## config.mk

```make
export PLATFORM = sky130hd
export DESIGN_NAME = sec_rtc
export DESIGN_NICKNAME = d
export VERILOG_FILES = /design/src/rtl/sec_rtc_pkg.sv /design/src/rtl/sec_rtc_bus.sv /design/src/rtl/sec_rtc_count.sv /design/src/rtl/sec_rtc_irq_grp.sv /design/src/rtl/sec_rtc.sv
export SDC_FILE = /design/constraint.sdc
export NUM_CORES = 1
export LEC_CHECK = 0
export BUFFER_PORTS_ARGS = -buffer_cell sky130_fd_sc_hd__buf_2
export CORE_ASPECT_RATIO = 0.9
export CORE_UTILIZATION = 42
export DETAILED_ROUTE_END_ITERATION = 8
export SLEW_MARGIN = 40
export SYNTH_ARGS = -nofsm -noshare
export SYNTH_HDL_FRONTEND = slang
export SYNTH_SLANG_ARGS = --single-unit
```

## constraint.sdc

```tcl
create_clock -name clk -period 3.1 [get_ports clk]
set_input_delay 0.465 -clock clk [delete_from_list [all_inputs] [get_ports clk]]
set_output_delay 0.465 -clock clk [all_outputs]
set_load 0.1 [all_outputs]
```

## src/rtl/sec_rtc_pkg.sv

```systemverilog
package sec_rtc_pkg;

    typedef enum logic [0:0] {
        BUS_IDLE  = 1'b0,
        BUS_REPLY = 1'b1
    } bus_state_e;

    localparam int unsigned WORD_W    = 32;
    localparam int unsigned MAP_WORDS = 16;
    localparam int unsigned MAP_BITS  = $clog2(MAP_WORDS);

    localparam logic [MAP_BITS-1:0] W_TIME_LOAD   = 4'd0;
    localparam logic [MAP_BITS-1:0] W_TIME_NOW    = 4'd1;
    localparam logic [MAP_BITS-1:0] W_TRIM_LOAD   = 4'd2;
    localparam logic [MAP_BITS-1:0] W_TRIM_VIEW   = 4'd3;
    localparam logic [MAP_BITS-1:0] W_SUBSEC      = 4'd4;
    localparam logic [MAP_BITS-1:0] W_ALARM       = 4'd5;
    localparam logic [MAP_BITS-1:0] W_EVT_STAT    = 4'd6;
    localparam logic [MAP_BITS-1:0] W_EVT_MASK    = 4'd7;
    localparam logic [MAP_BITS-1:0] W_EVT_UNMASK  = 4'd8;
    localparam logic [MAP_BITS-1:0] W_EVT_MASKSET = 4'd9;
    localparam logic [MAP_BITS-1:0] W_ERR_STAT    = 4'd10;
    localparam logic [MAP_BITS-1:0] W_ERR_MASK    = 4'd11;
    localparam logic [MAP_BITS-1:0] W_ERR_UNMASK  = 4'd12;
    localparam logic [MAP_BITS-1:0] W_ERR_MASKSET = 4'd13;
    localparam logic [MAP_BITS-1:0] W_CTRL        = 4'd14;
    localparam logic [MAP_BITS-1:0] W_SCRATCH     = 4'd15;

    localparam logic [WORD_W-1:0] CTRL_RESET = 32'h0100_0000;
    localparam logic [WORD_W-1:0] CTRL_RSVD  = 32'h70FF_FFFE;

endpackage

```

## src/rtl/sec_rtc_bus.sv

```systemverilog
module sec_rtc_bus
    import sec_rtc_pkg::*;
#(
    parameter int unsigned IDX_W  = 5,
    parameter int unsigned DATA_W = 32
) (
    input  logic              clk,
    input  logic              rst_n,
    input  logic              req,
    input  logic              we,
    input  logic [IDX_W-1:0]  idx,
    input  logic [DATA_W/8-1:0] strb,
    input  logic [DATA_W-1:0] rd_word,
    output logic              ack,
    output logic [DATA_W-1:0] rdata,
    output logic              wr_en,
    output logic              err_hit
);
    localparam int unsigned STRB_W = DATA_W / 8;

    bus_state_e state_q, state_d;
    logic       fire;
    logic       full_word;
    logic       mapped;
    logic [DATA_W-1:0] rdata_q;

    assign full_word = (strb == {STRB_W{1'b1}});
    assign mapped    = (idx < IDX_W'(MAP_WORDS));

    // state register
    always_ff @(posedge clk or negedge rst_n) begin
        if (!rst_n) state_q <= BUS_IDLE;
        else        state_q <= state_d;
    end

    // next state and outputs
    always_comb begin
        state_d = state_q;
        fire    = 1'b0;
        ack     = 1'b0;
        unique case (state_q)
            BUS_IDLE: begin
                if (req) begin
                    fire    = 1'b1;
                    state_d = BUS_REPLY;
                end
            end
            BUS_REPLY: begin
                ack     = 1'b1;
                state_d = BUS_IDLE;
            end
            default: state_d = BUS_IDLE;
        endcase
    end

    assign wr_en   = fire && we && full_word && mapped;
    assign err_hit = fire && full_word && !mapped;

    always_ff @(posedge clk or negedge rst_n) begin
        if (!rst_n) begin
            rdata_q <= '0;
        end else if (fire) begin
            rdata_q <= (!we && full_word && mapped) ? rd_word : '0;
        end
    end

    assign rdata = rdata_q;

    p_ack_one_cycle_r3: assert property (@(posedge clk) disable iff (!rst_n)
        ack |=> !ack);

    p_ack_follows_req_r3: assert property (@(posedge clk) disable iff (!rst_n)
        (req && !ack) |=> ack);

endmodule

```

## src/rtl/sec_rtc_count.sv

```systemverilog
module sec_rtc_count #(
    parameter int unsigned SEC_W = 32,
    parameter int unsigned SUB_W = 16
) (
    input  logic             clk,
    input  logic             rst_n,
    input  logic             tick,
    input  logic             load_en,
    input  logic [SEC_W-1:0] load_val,
    input  logic [SEC_W-1:0] alarm,
    output logic [SEC_W-1:0] seconds,
    output logic [SUB_W-1:0] subsec,
    output logic             step,
    output logic             alarm_hit
);
    localparam logic [SUB_W-1:0] SUB_MAX = {SUB_W{1'b1}};

    logic [SEC_W-1:0] sec_q;
    logic [SEC_W-1:0] sec_inc;
    logic [SUB_W-1:0] sub_q;

    assign sec_inc   = sec_q + SEC_W'(1);
    assign step      = tick && !load_en;
    assign alarm_hit = step && (sec_inc == alarm);

    always_ff @(posedge clk or negedge rst_n) begin
        if (!rst_n)       sec_q <= '0;
        else if (load_en) sec_q <= load_val;
        else if (tick)    sec_q <= sec_inc;
    end

    always_ff @(posedge clk or negedge rst_n) begin
        if (!rst_n)                sub_q <= '0;
        else if (tick)             sub_q <= '0;
        else if (sub_q != SUB_MAX) sub_q <= sub_q + SUB_W'(1);
    end

    assign seconds = sec_q;
    assign subsec  = sub_q;

    p_step_adds_one_r2: assert property (@(posedge clk) disable iff (!rst_n)
        (tick && !load_en) |=> (seconds == $past(seconds) + SEC_W'(1)));

    p_load_wins_r2: assert property (@(posedge clk) disable iff (!rst_n)
        load_en |=> (seconds == $past(load_val)));

    p_subsec_holds_r10: assert property (@(posedge clk) disable iff (!rst_n)
        ((subsec == SUB_MAX) && !tick) |=> (subsec == SUB_MAX));

endmodule

```

## src/rtl/sec_rtc_irq_grp.sv

```systemverilog
module sec_rtc_irq_grp #(
    parameter int unsigned NBITS = 2
) (
    input  logic             clk,
    input  logic             rst_n,
    input  logic [NBITS-1:0] hw_set,
    input  logic             clr_we,
    input  logic             unmask_we,
    input  logic             maskset_we,
    input  logic [NBITS-1:0] wbits,
    output logic [NBITS-1:0] stat,
    output logic [NBITS-1:0] mask,
    output logic             irq
);
    logic [NBITS-1:0] stat_q;
    logic [NBITS-1:0] mask_q;
    logic [NBITS-1:0] clr_bits;

    assign clr_bits = clr_we ? wbits : '0;

    always_ff @(posedge clk or negedge rst_n) begin
        if (!rst_n) stat_q <= '0;
        else        stat_q <= (stat_q & ~clr_bits) | hw_set;
    end

    always_ff @(posedge clk or negedge rst_n) begin
        if (!rst_n)          mask_q <= '1;
        else if (unmask_we)  mask_q <= mask_q & ~wbits;
        else if (maskset_we) mask_q <= mask_q | wbits;
    end

    assign stat = stat_q;
    assign mask = mask_q;
    assign irq  = |(stat_q & ~mask_q);

    p_hw_set_wins_r4: assert property (@(posedge clk) disable iff (!rst_n)
        (|hw_set) |=> ((stat & $past(hw_set)) == $past(hw_set)));

    p_mask_only_strobes_r5: assert property (@(posedge clk) disable iff (!rst_n)
        (!unmask_we && !maskset_we) |=> $stable(mask));

    p_status_sticky_r4: assert property (@(posedge clk) disable iff (!rst_n)
        !clr_we |=> ((stat & $past(stat)) == $past(stat)));

endmodule

```

## src/rtl/sec_rtc.sv

```systemverilog
module sec_rtc
    import sec_rtc_pkg::*;
#(
    parameter int unsigned IDX_W  = 5,
    parameter int unsigned SUB_W  = 16,
    parameter int unsigned TRIM_W = 21
) (
    input  logic        clk,
    input  logic        rst_n,
    input  logic        sec_tick,
    input  logic        bus_req,
    input  logic        bus_we,
    input  logic [IDX_W-1:0] bus_idx,
    input  logic [3:0]  bus_strb,
    input  logic [31:0] bus_wdata,
    output logic        bus_ack,
    output logic [31:0] bus_rdata,
    output logic        irq_evt,
    output logic        irq_err
);
    localparam int unsigned EVT_N = 2;
    localparam int unsigned ERR_N = 1;

    logic [MAP_BITS-1:0] widx;
    logic                wr_en;
    logic                err_hit;
    logic [WORD_W-1:0]   rd_word;

    logic [WORD_W-1:0]   seconds;
    logic [SUB_W-1:0]    subsec;
    logic                step;
    logic                alarm_hit;

    logic [WORD_W-1:0]   alarm_q;
    logic [TRIM_W-1:0]   trim_q;
    logic [WORD_W-1:0]   ctrl_q;
    logic [WORD_W-1:0]   scratch_q;

    logic [EVT_N-1:0]    evt_stat, evt_mask;
    logic [ERR_N-1:0]    err_stat, err_mask;

    logic wr_time, wr_trim, wr_alarm, wr_ctrl, wr_scratch;
    logic wr_evt_clr, wr_evt_un, wr_evt_set;
    logic wr_err_clr, wr_err_un, wr_err_set;

    assign widx = bus_idx[MAP_BITS-1:0];

    sec_rtc_bus #(
        .IDX_W  (IDX_W),
        .DATA_W (WORD_W)
    ) u_bus (
        .clk     (clk),
        .rst_n   (rst_n),
        .req     (bus_req),
        .we      (bus_we),
        .idx     (bus_idx),
        .strb    (bus_strb),
        .rd_word (rd_word),
        .ack     (bus_ack),
        .rdata   (bus_rdata),
        .wr_en   (wr_en),
        .err_hit (err_hit)
    );

    assign wr_time    = wr_en && (widx == W_TIME_LOAD);
    assign wr_trim    = wr_en && (widx == W_TRIM_LOAD);
    assign wr_alarm   = wr_en && (widx == W_ALARM);
    assign wr_evt_clr = wr_en && (widx == W_EVT_STAT);
    assign wr_evt_un  = wr_en && (widx == W_EVT_UNMASK);
    assign wr_evt_set = wr_en && (widx == W_EVT_MASKSET);
    assign wr_err_clr = wr_en && (widx == W_ERR_STAT);
    assign wr_err_un  = wr_en && (widx == W_ERR_UNMASK);
    assign wr_err_set = wr_en && (widx == W_ERR_MASKSET);
    assign wr_ctrl    = wr_en && (widx == W_CTRL);
    assign wr_scratch = wr_en && (widx == W_SCRATCH);

    sec_rtc_count #(
        .SEC_W (WORD_W),
        .SUB_W (SUB_W)
    ) u_count (
        .clk       (clk),
        .rst_n     (rst_n),
        .tick      (sec_tick),
        .load_en   (wr_time),
        .load_val  (bus_wdata),
        .alarm     (alarm_q),
        .seconds   (seconds),
        .subsec    (subsec),
        .step      (step),
        .alarm_hit (alarm_hit)
    );

    sec_rtc_irq_grp #(
        .NBITS (EVT_N)
    ) u_evt (
        .clk        (clk),
        .rst_n      (rst_n),
        .hw_set     ({step, alarm_hit}),
        .clr_we     (wr_evt_clr),
        .unmask_we  (wr_evt_un),
        .maskset_we (wr_evt_set),
        .wbits      (bus_wdata[EVT_N-1:0]),
        .stat       (evt_stat),
        .mask       (evt_mask),
        .irq        (irq_evt)
    );

    sec_rtc_irq_grp #(
        .NBITS (ERR_N)
    ) u_err (
        .clk        (clk),
        .rst_n      (rst_n),
        .hw_set     (err_hit),
        .clr_we     (wr_err_clr),
        .unmask_we  (wr_err_un),
        .maskset_we (wr_err_set),
        .wbits      (bus_wdata[ERR_N-1:0]),
        .stat       (err_stat),
        .mask       (err_mask),
        .irq        (irq_err)
    );

    always_ff @(posedge clk or negedge rst_n) begin
        if (!rst_n) begin
            alarm_q   <= '0;
            trim_q    <= '0;
            ctrl_q    <= CTRL_RESET;
            scratch_q <= '0;
        end else begin
            if (wr_alarm)   alarm_q   <= bus_wdata;
            if (wr_trim)    trim_q    <= bus_wdata[TRIM_W-1:0];
            if (wr_ctrl)    ctrl_q    <= bus_wdata & ~CTRL_RSVD;
            if (wr_scratch) scratch_q <= bus_wdata;
        end
    end

    always_comb begin
        rd_word = '0;
        unique case (widx)
            W_TIME_LOAD,
            W_TIME_NOW:    rd_word = seconds;
            W_TRIM_VIEW:   rd_word = WORD_W'(trim_q);
            W_SUBSEC:      rd_word = WORD_W'(subsec);
            W_ALARM:       rd_word = alarm_q;
            W_EVT_STAT:    rd_word = WORD_W'(evt_stat);
            W_EVT_MASK:    rd_word = WORD_W'(evt_mask);
            W_ERR_STAT:    rd_word = WORD_W'(err_stat);
            W_ERR_MASK:    rd_word = WORD_W'(err_mask);
            W_CTRL:        rd_word = ctrl_q;
            W_SCRATCH:     rd_word = scratch_q;
            default:       rd_word = '0;
        endcase
    end

    p_unmapped_no_write_r7: assert property (@(posedge clk) disable iff (!rst_n)
        err_hit |=> ($stable(scratch_q) && $stable(ctrl_q) && $stable(alarm_q)));

    p_irq_low_when_masked_r6: assert property (@(posedge clk) disable iff (!rst_n)
        (evt_mask == '1) |-> !irq_evt);

endmodule

```

Word level (Yosys, flattened, before mapping)

Index checks and enable logic that the tools add are counted.

Register bits after elaboration: 178
Bits in latches: 0
Memory bits (writable): 0
Memory bits (read-only): 0
Input bits: 46
Output and inout bits: 35
Logic and storage cells: 96
Memories: 0

$add $sub $neg: 2
$mul: 0
Divide/modulo/power cells: 0
$lt $le $gt $ge: 1
Equality and inequality tests: 18
Shift operators: 0
Multiplexer cells: 16
Bitwise logic cells: 17
Reductions and logical operators: 30

Operators with widths:

| kind                    | count |
|---|---|
| $pmux W32 S10           | 1 |
| $mux W32                | 3 |
| $eq A4 B4 Y1 const B    | 9 |
| $add A32 B1 Y32 const B | 1 |
| $eq A32 B32 Y1          | 1 |
| $mux W16                | 2 |
| $logic_and A1 B1 Y1     | 20 |
| $add A16 B1 Y16 const B | 1 |
| $eq A4 B3 Y1 const B    | 4 |
| $ne A16 B16 Y1 const B  | 1 |
| $eq A4 B2 Y1 const B    | 2 |
| $reduce_bool A2 Y1      | 4 |
| $and A2 B2 Y2           | 3 |
| $mux W1                 | 6 |
| $mux W2                 | 3 |
| $not A2 Y2              | 3 |
| $lt A5 B5 Y1 const B    | 1 |
| $eq A4 B1 Y1 const B    | 1 |
| $logic_not A4 Y1        | 1 |
| $not A1 Y1              | 4 |
| $or A2 B2 Y2            | 2 |
| $reduce_or A2 Y1        | 2 |
| $and A1 B1 Y1           | 3 |
| $logic_not A1 Y1        | 3 |
| other kinds (2)         | 3 |

Depth between registers and ports, before layout

Word-level depth: 10
Mapped depth: 9
Gate-level depth less buffers: 8

Modules after synthesis

From an unflattened synthesis, not the netlist that was laid out.

Cells, all modules: 967
Area, all modules: 10136.0 um^2

By module, submodules not included:

| module                   | times used | cells an instance | area each (um^2) | seq. area each (um^2) |
|---|---|---|---|---|
| sec_rtc                  | 1          | 371               | 4605.7           | 2278.4 |
| sec_rtc_count            | 1          | 428               | 3572.2           | 1201.2 |
| sec_rtc_bus              | 1          | 146               | 1720.4           | 825.8 |
| sec_rtc_irq_grp at u_evt | 1          | 15                | 158.9            | 102.6 |
| sec_rtc_irq_grp at u_err | 1          | 7                 | 78.8             | 51.3 |

Worst setup path after synthesis

Ideal clock, no wire load.

Path type: register -> register
Start point: register u_bus.state_q
End point: register scratch_q[10]
Setup time: 0.125 ns
Arrival: 2.555 ns
Required time: 2.975 ns
Path slack: 0.420 ns
Stages on the path, launching flop included: 8
Path buffers: 2
Period minus slack after synthesis: 2.680 ns
Cell sequence: dfrtp_1 -> nand2b_1 -> clkbuf_1 -> nor3b_2 -> nand2_1 -> nor3_1 -> buf_2 -> mux2_2

Cells in the longest elaborated chain, start to end: 5

RTL lines:

| item                              | RTL line          | RTL |
|---|---|---|
| from (decl)                       | sec_rtc_bus.sv:21 | `bus_state_e state_q, state_d;` |
| from (signal assigned)            | sec_rtc_bus.sv:33 | `else state_q <= state_d;` |
| $mux W1                           | sec_rtc_bus.sv:41 | `unique case (state_q)` |
| $logic_and A1 B1 Y1 (3 in series) | sec_rtc_bus.sv:56 | `assign wr_en = fire && we && full_word && mapped;` |
| $logic_and A1 B1 Y1               | sec_rtc.sv:75     | `assign wr_scratch = wr_en && (widx == W_SCRATCH);` |
| to (signal assigned)              | sec_rtc.sv:133    | `if (wr_scratch) scratch_q <= bus_wdata;` |
| to (decl)                         | sec_rtc.sv:37     | `logic [WORD_W-1:0] scratch_q;` |

Every way passes these cells.
A chain may end at the register's enable or synchronous reset.

Worst setup path in the final report

Start point: register u_count.sec_q[0] (netlist: u_count.seconds[0])
End point: register u_count.sec_q[24] (netlist: u_count.seconds[24])

Cells in the longest elaborated chain, start to end: 3

RTL lines:

| item                   | RTL line            | RTL |
|---|---|---|
| from (decl)            | sec_rtc_count.sv:18 | `logic [SEC_W-1:0] sec_q;` |
| from (signal assigned) | sec_rtc_count.sv:28 | `else if (load_en) sec_q <= load_val;` |
| from (signal assigned) | sec_rtc_count.sv:29 | `else if (tick) sec_q <= sec_inc;` |
| $add A32 B1 Y32        | sec_rtc_count.sv:22 | `assign sec_inc = sec_q + SEC_W'(1);` |
| $mux W32               | sec_rtc_count.sv:29 |  |
| $mux W32               | sec_rtc_count.sv:28 |  |

Every way passes these cells. The select of a mux whose other input is x is not followed.

==> impl_metrics.toml <==
[cts]
path_clk_slew_ps = 70
cts-root-buf = "clkbuf_16"
clock_sinks = 178
holdBufCountCts = 0
clk_latency_ps = 440
cts_buffers = 17
cts_resized = 0
h-tree-depth = 4
cts_setup_buffers = 0
clk_path_buf_depth = 2
cts_tree = "built"

[route]
first_pass_iters = 7
routed_wirelength_mm = 23.9
drcViolationCount = 0
drtIter0Drc = 681
final_antenna_net_count = 0
vias = 7119
avgRoutedWirePerCell_um = 19.0
via_per_inst = 5.65

[global_route]
grt_first_pass_wirelength_mm = 38.5
grt_max_degree = 71
grt_overflow = 0
grt_pass1_vias = 6897
track_usage_pct = 22.4
antenna_found_initial = 0

[logic_synthesis]
netlist_area_um2 = 9200
synth_area_per_cell_um2 = 10.2
yosysWarnings = 0
synth_cells = 902
ys_types = 56
synth-edff-count = 0
async_reset_ff_share_pct = 100
ys_seq_area_share_pct = 48.5
syn-num-nets = 950
synth_seq_cells = 178
ys.flop_type = "dfrtp_1"

[setup_path]
ff2ff_setup_slack_ps = 400
r2r_start = "u_count.seconds[0]"
path_buf_inv = 0
path_cells = "ha_1, nand3_1, nor2_2, and2_1, nand2_1, nor2_1, xnor2_1, a21oi_1"
startpoint = "u_count.seconds[0]"
cp_top_family = "simple AND/OR/NAND/NOR gates"
max_stage_delay_ps = 520
worstSetupEndpointType = "flip-flop"
critPathMaxFanout = 10
cp_data_required_time_ps = 3380
arrival_ps = 2980
worstReg2RegEnd = "u_count.seconds[24]"
setup.worst_path.start_class = "flip-flop"
reg2regPathDepth = 8
worstSetupPathType = "reg2reg"
crit_slowest_cell = "dfrtp_1"

[floorplan]
dieArea_um2 = 22500
rows = 50
dieHeight_um = 142
fp.dieW_um = 158
start_util_pct = 43.5
io_pins = 81
core-area_um2 = 21100

[placed_design]
dpl.hpwl_mm = 16.3
dpl_cell_area_um2 = 9930
io_buffers = 80
dp_cells = 1227
dp_slack_ps = 489
gp_congestion = 0.835

[sta]
fin_skew_ps = 12.1
finalCriticalPeriod_ps = 2700
drv_slew = 0
setup_viol = 0
maxSlewHeadroom_pct = 49.4
finalHoldViolCount = 0
layout_setup_ws_ps = 401
rsz0062_at_grt = "false"
tns_ps = 0
tightest_slew_ps = 757
whs_ps = 54.0
fmax_mhz = 371
finalCritPeriodShare_pct = 87.1

[outcome]
status = "finished, final reports clean"

[layout]
drive_above_1_share_pct = 25.1
antenna-diode-count = 0
fill_cells = 2017
final_cells = 1259
final_nets = 1008
final_area_um2 = 10500
multi_input_area_um2 = 4490
ff_latch_area_um2 = 4460
syn2layout_area_growth_pct = 14.6

[run]
maxCapViolCount = 0

[power]
power_leakage_nw = 4.97
power-per-cell-area_nw_per_um2 = 514
ir_drop_mv = 0.318

[hold_path]
worstHoldPathType = "in2async"
-- where the power goes --
part	internal, mW	total (mW)	switching, mW
Clock	1.24	2.25	1.01
Sequential	2.40	2.56	0.157
Combinational	0.251	0.610	0.359
-- final cells by class --
class / instances / area share, %
Sequential cell: 178 / 42.3
Tap cell: 286 / 3.40
Timing Repair Buffer: 102 / 5.66
Clock buffer: 18 / 4.17
Clock inverter: 14 / 1.60
Multi-Input combinational cell: 654 / 42.6
Inverter: 7 / 0.249
-- per-layer routing --
| layer | up-vias | routed length [µm] | GRT usage (%) |
|---|---|---|---|
| met1 | 3580 | 12100 | 34.0 |
| li1 | 3353 | - | - |
| met5 | - | 0 | 0 |
| met3 | 13 | 1010 | 3.26 |
| met4 | 0 | 180 | 5.41 |
| met2 | 173 | 10600 | 33.3 |
-- state kept, by name (all words and copies together), names as in the netlist, named ones only --
register,cells
u_count.subsec,16
ctrl_q,6
alarm_q,32
u_bus.rdata,32
scratch_q,32
u_err.stat,1
u_count.seconds,32
u_bus.state_q,1
trim_q,21
u_evt.stat,2
-- metrics by stage --
| step | utilization [%] | total power [mW] |
|---|---|---|
| 2_1_floorplan | - | 2.99 |
| 3_3_place_gp | 46.9 | 3.21 |
| 3_5_place_dp | 47.0 | 3.21 |
| 4_1_cts | 49.8 | 5.47 |
| 5_1_grt | 49.8 | 5.62 |
| 6_report | 49.8 | 5.42 |
-- worst max-delay path by stage --
stage	end	slack [ps]	depth (start not counted)
finish	u_count.seconds[24]	400	8
global route	u_count.seconds[24]	230	8
CTS	u_count.seconds[24]	460	8
detailed placement	u_count.seconds[24]	490	8
global placement	u_count.seconds[24]	470	8
floorplan	scratch_q[10]	420	7
-- synthesized netlist by cell type, drive strengths merged (4+ instances only) --
cell type | count | area share, %
a21o | 11 | 0.90
a21oi | 52 | 2.8
a221oi | 16 | 1.5
a222oi | 16 | 1.7
a22oi | 15 | 1.2
and3 | 15 | 1.0
and4 | 7 | 0.67
buf | 22 | 1.2
clkbuf | 41 | 1.7
dfrtp | 174 | 47
dfstp | 4 | 1.1
inv | 7 | 0.29
mux2 | 92 | 11
mux2i | 7 | 0.76
nand2 | 100 | 4.1
nand3 | 34 | 1.9
nand4 | 25 | 1.8
nor2 | 77 | 3.2
nor2b | 5 | 0.34
nor3 | 18 | 1.1
nor4 | 6 | 0.48
nor4b | 4 | 0.45
o21ai | 33 | 1.8
xnor2 | 41 | 3.9
xor2 | 48 | 4.6
-- logic make-up (layout without fill, tap and decap cells) --
| group | Yosys count | count (layout) | share of synthesized area [%] |
|---|---|---|---|
| AO/OA/AOI/OAI | 162 | 162 | 11.7 |
| XOR/XNOR | 89 | 89 | 8.47 |
| adder cells (fa/ha/maj) | 2 | 2 | 0.272 |
| buffers and inverters | 70 | 141 | 3.13 |
| flip-flops | 178 | 178 | 48.5 |
| multiplexers | 99 | 99 | 12.0 |
| AND/OR/NAND/NOR | 302 | 302 | 15.9 |
-- worst reg2reg max path: cells and delay by family, from the launching register on --
kind            cells  cell delay, ps
compound gates      1              80
xor+xnor            1             140
fa+ha+maj           1             310
flops               1             520
simple gates        5            1510
-- cell usage in the layout (no fill, tap or decap), drive strengths merged, types with 7 or more instances in the layout --
master,instances
and3,15
a222oi,16
mux2,92
a22oi,15
nand2,100
nor3,18
nand4,25
nor2,77
a21oi,52
nand3,34
inv,15
dfrtp,174
mux2i,7
a21o,11
buf,102
a221oi,16
xnor2,41
clkbuf,18
xor2,48
and4,7
o21ai,33
(Power assumes the default switching activity.)
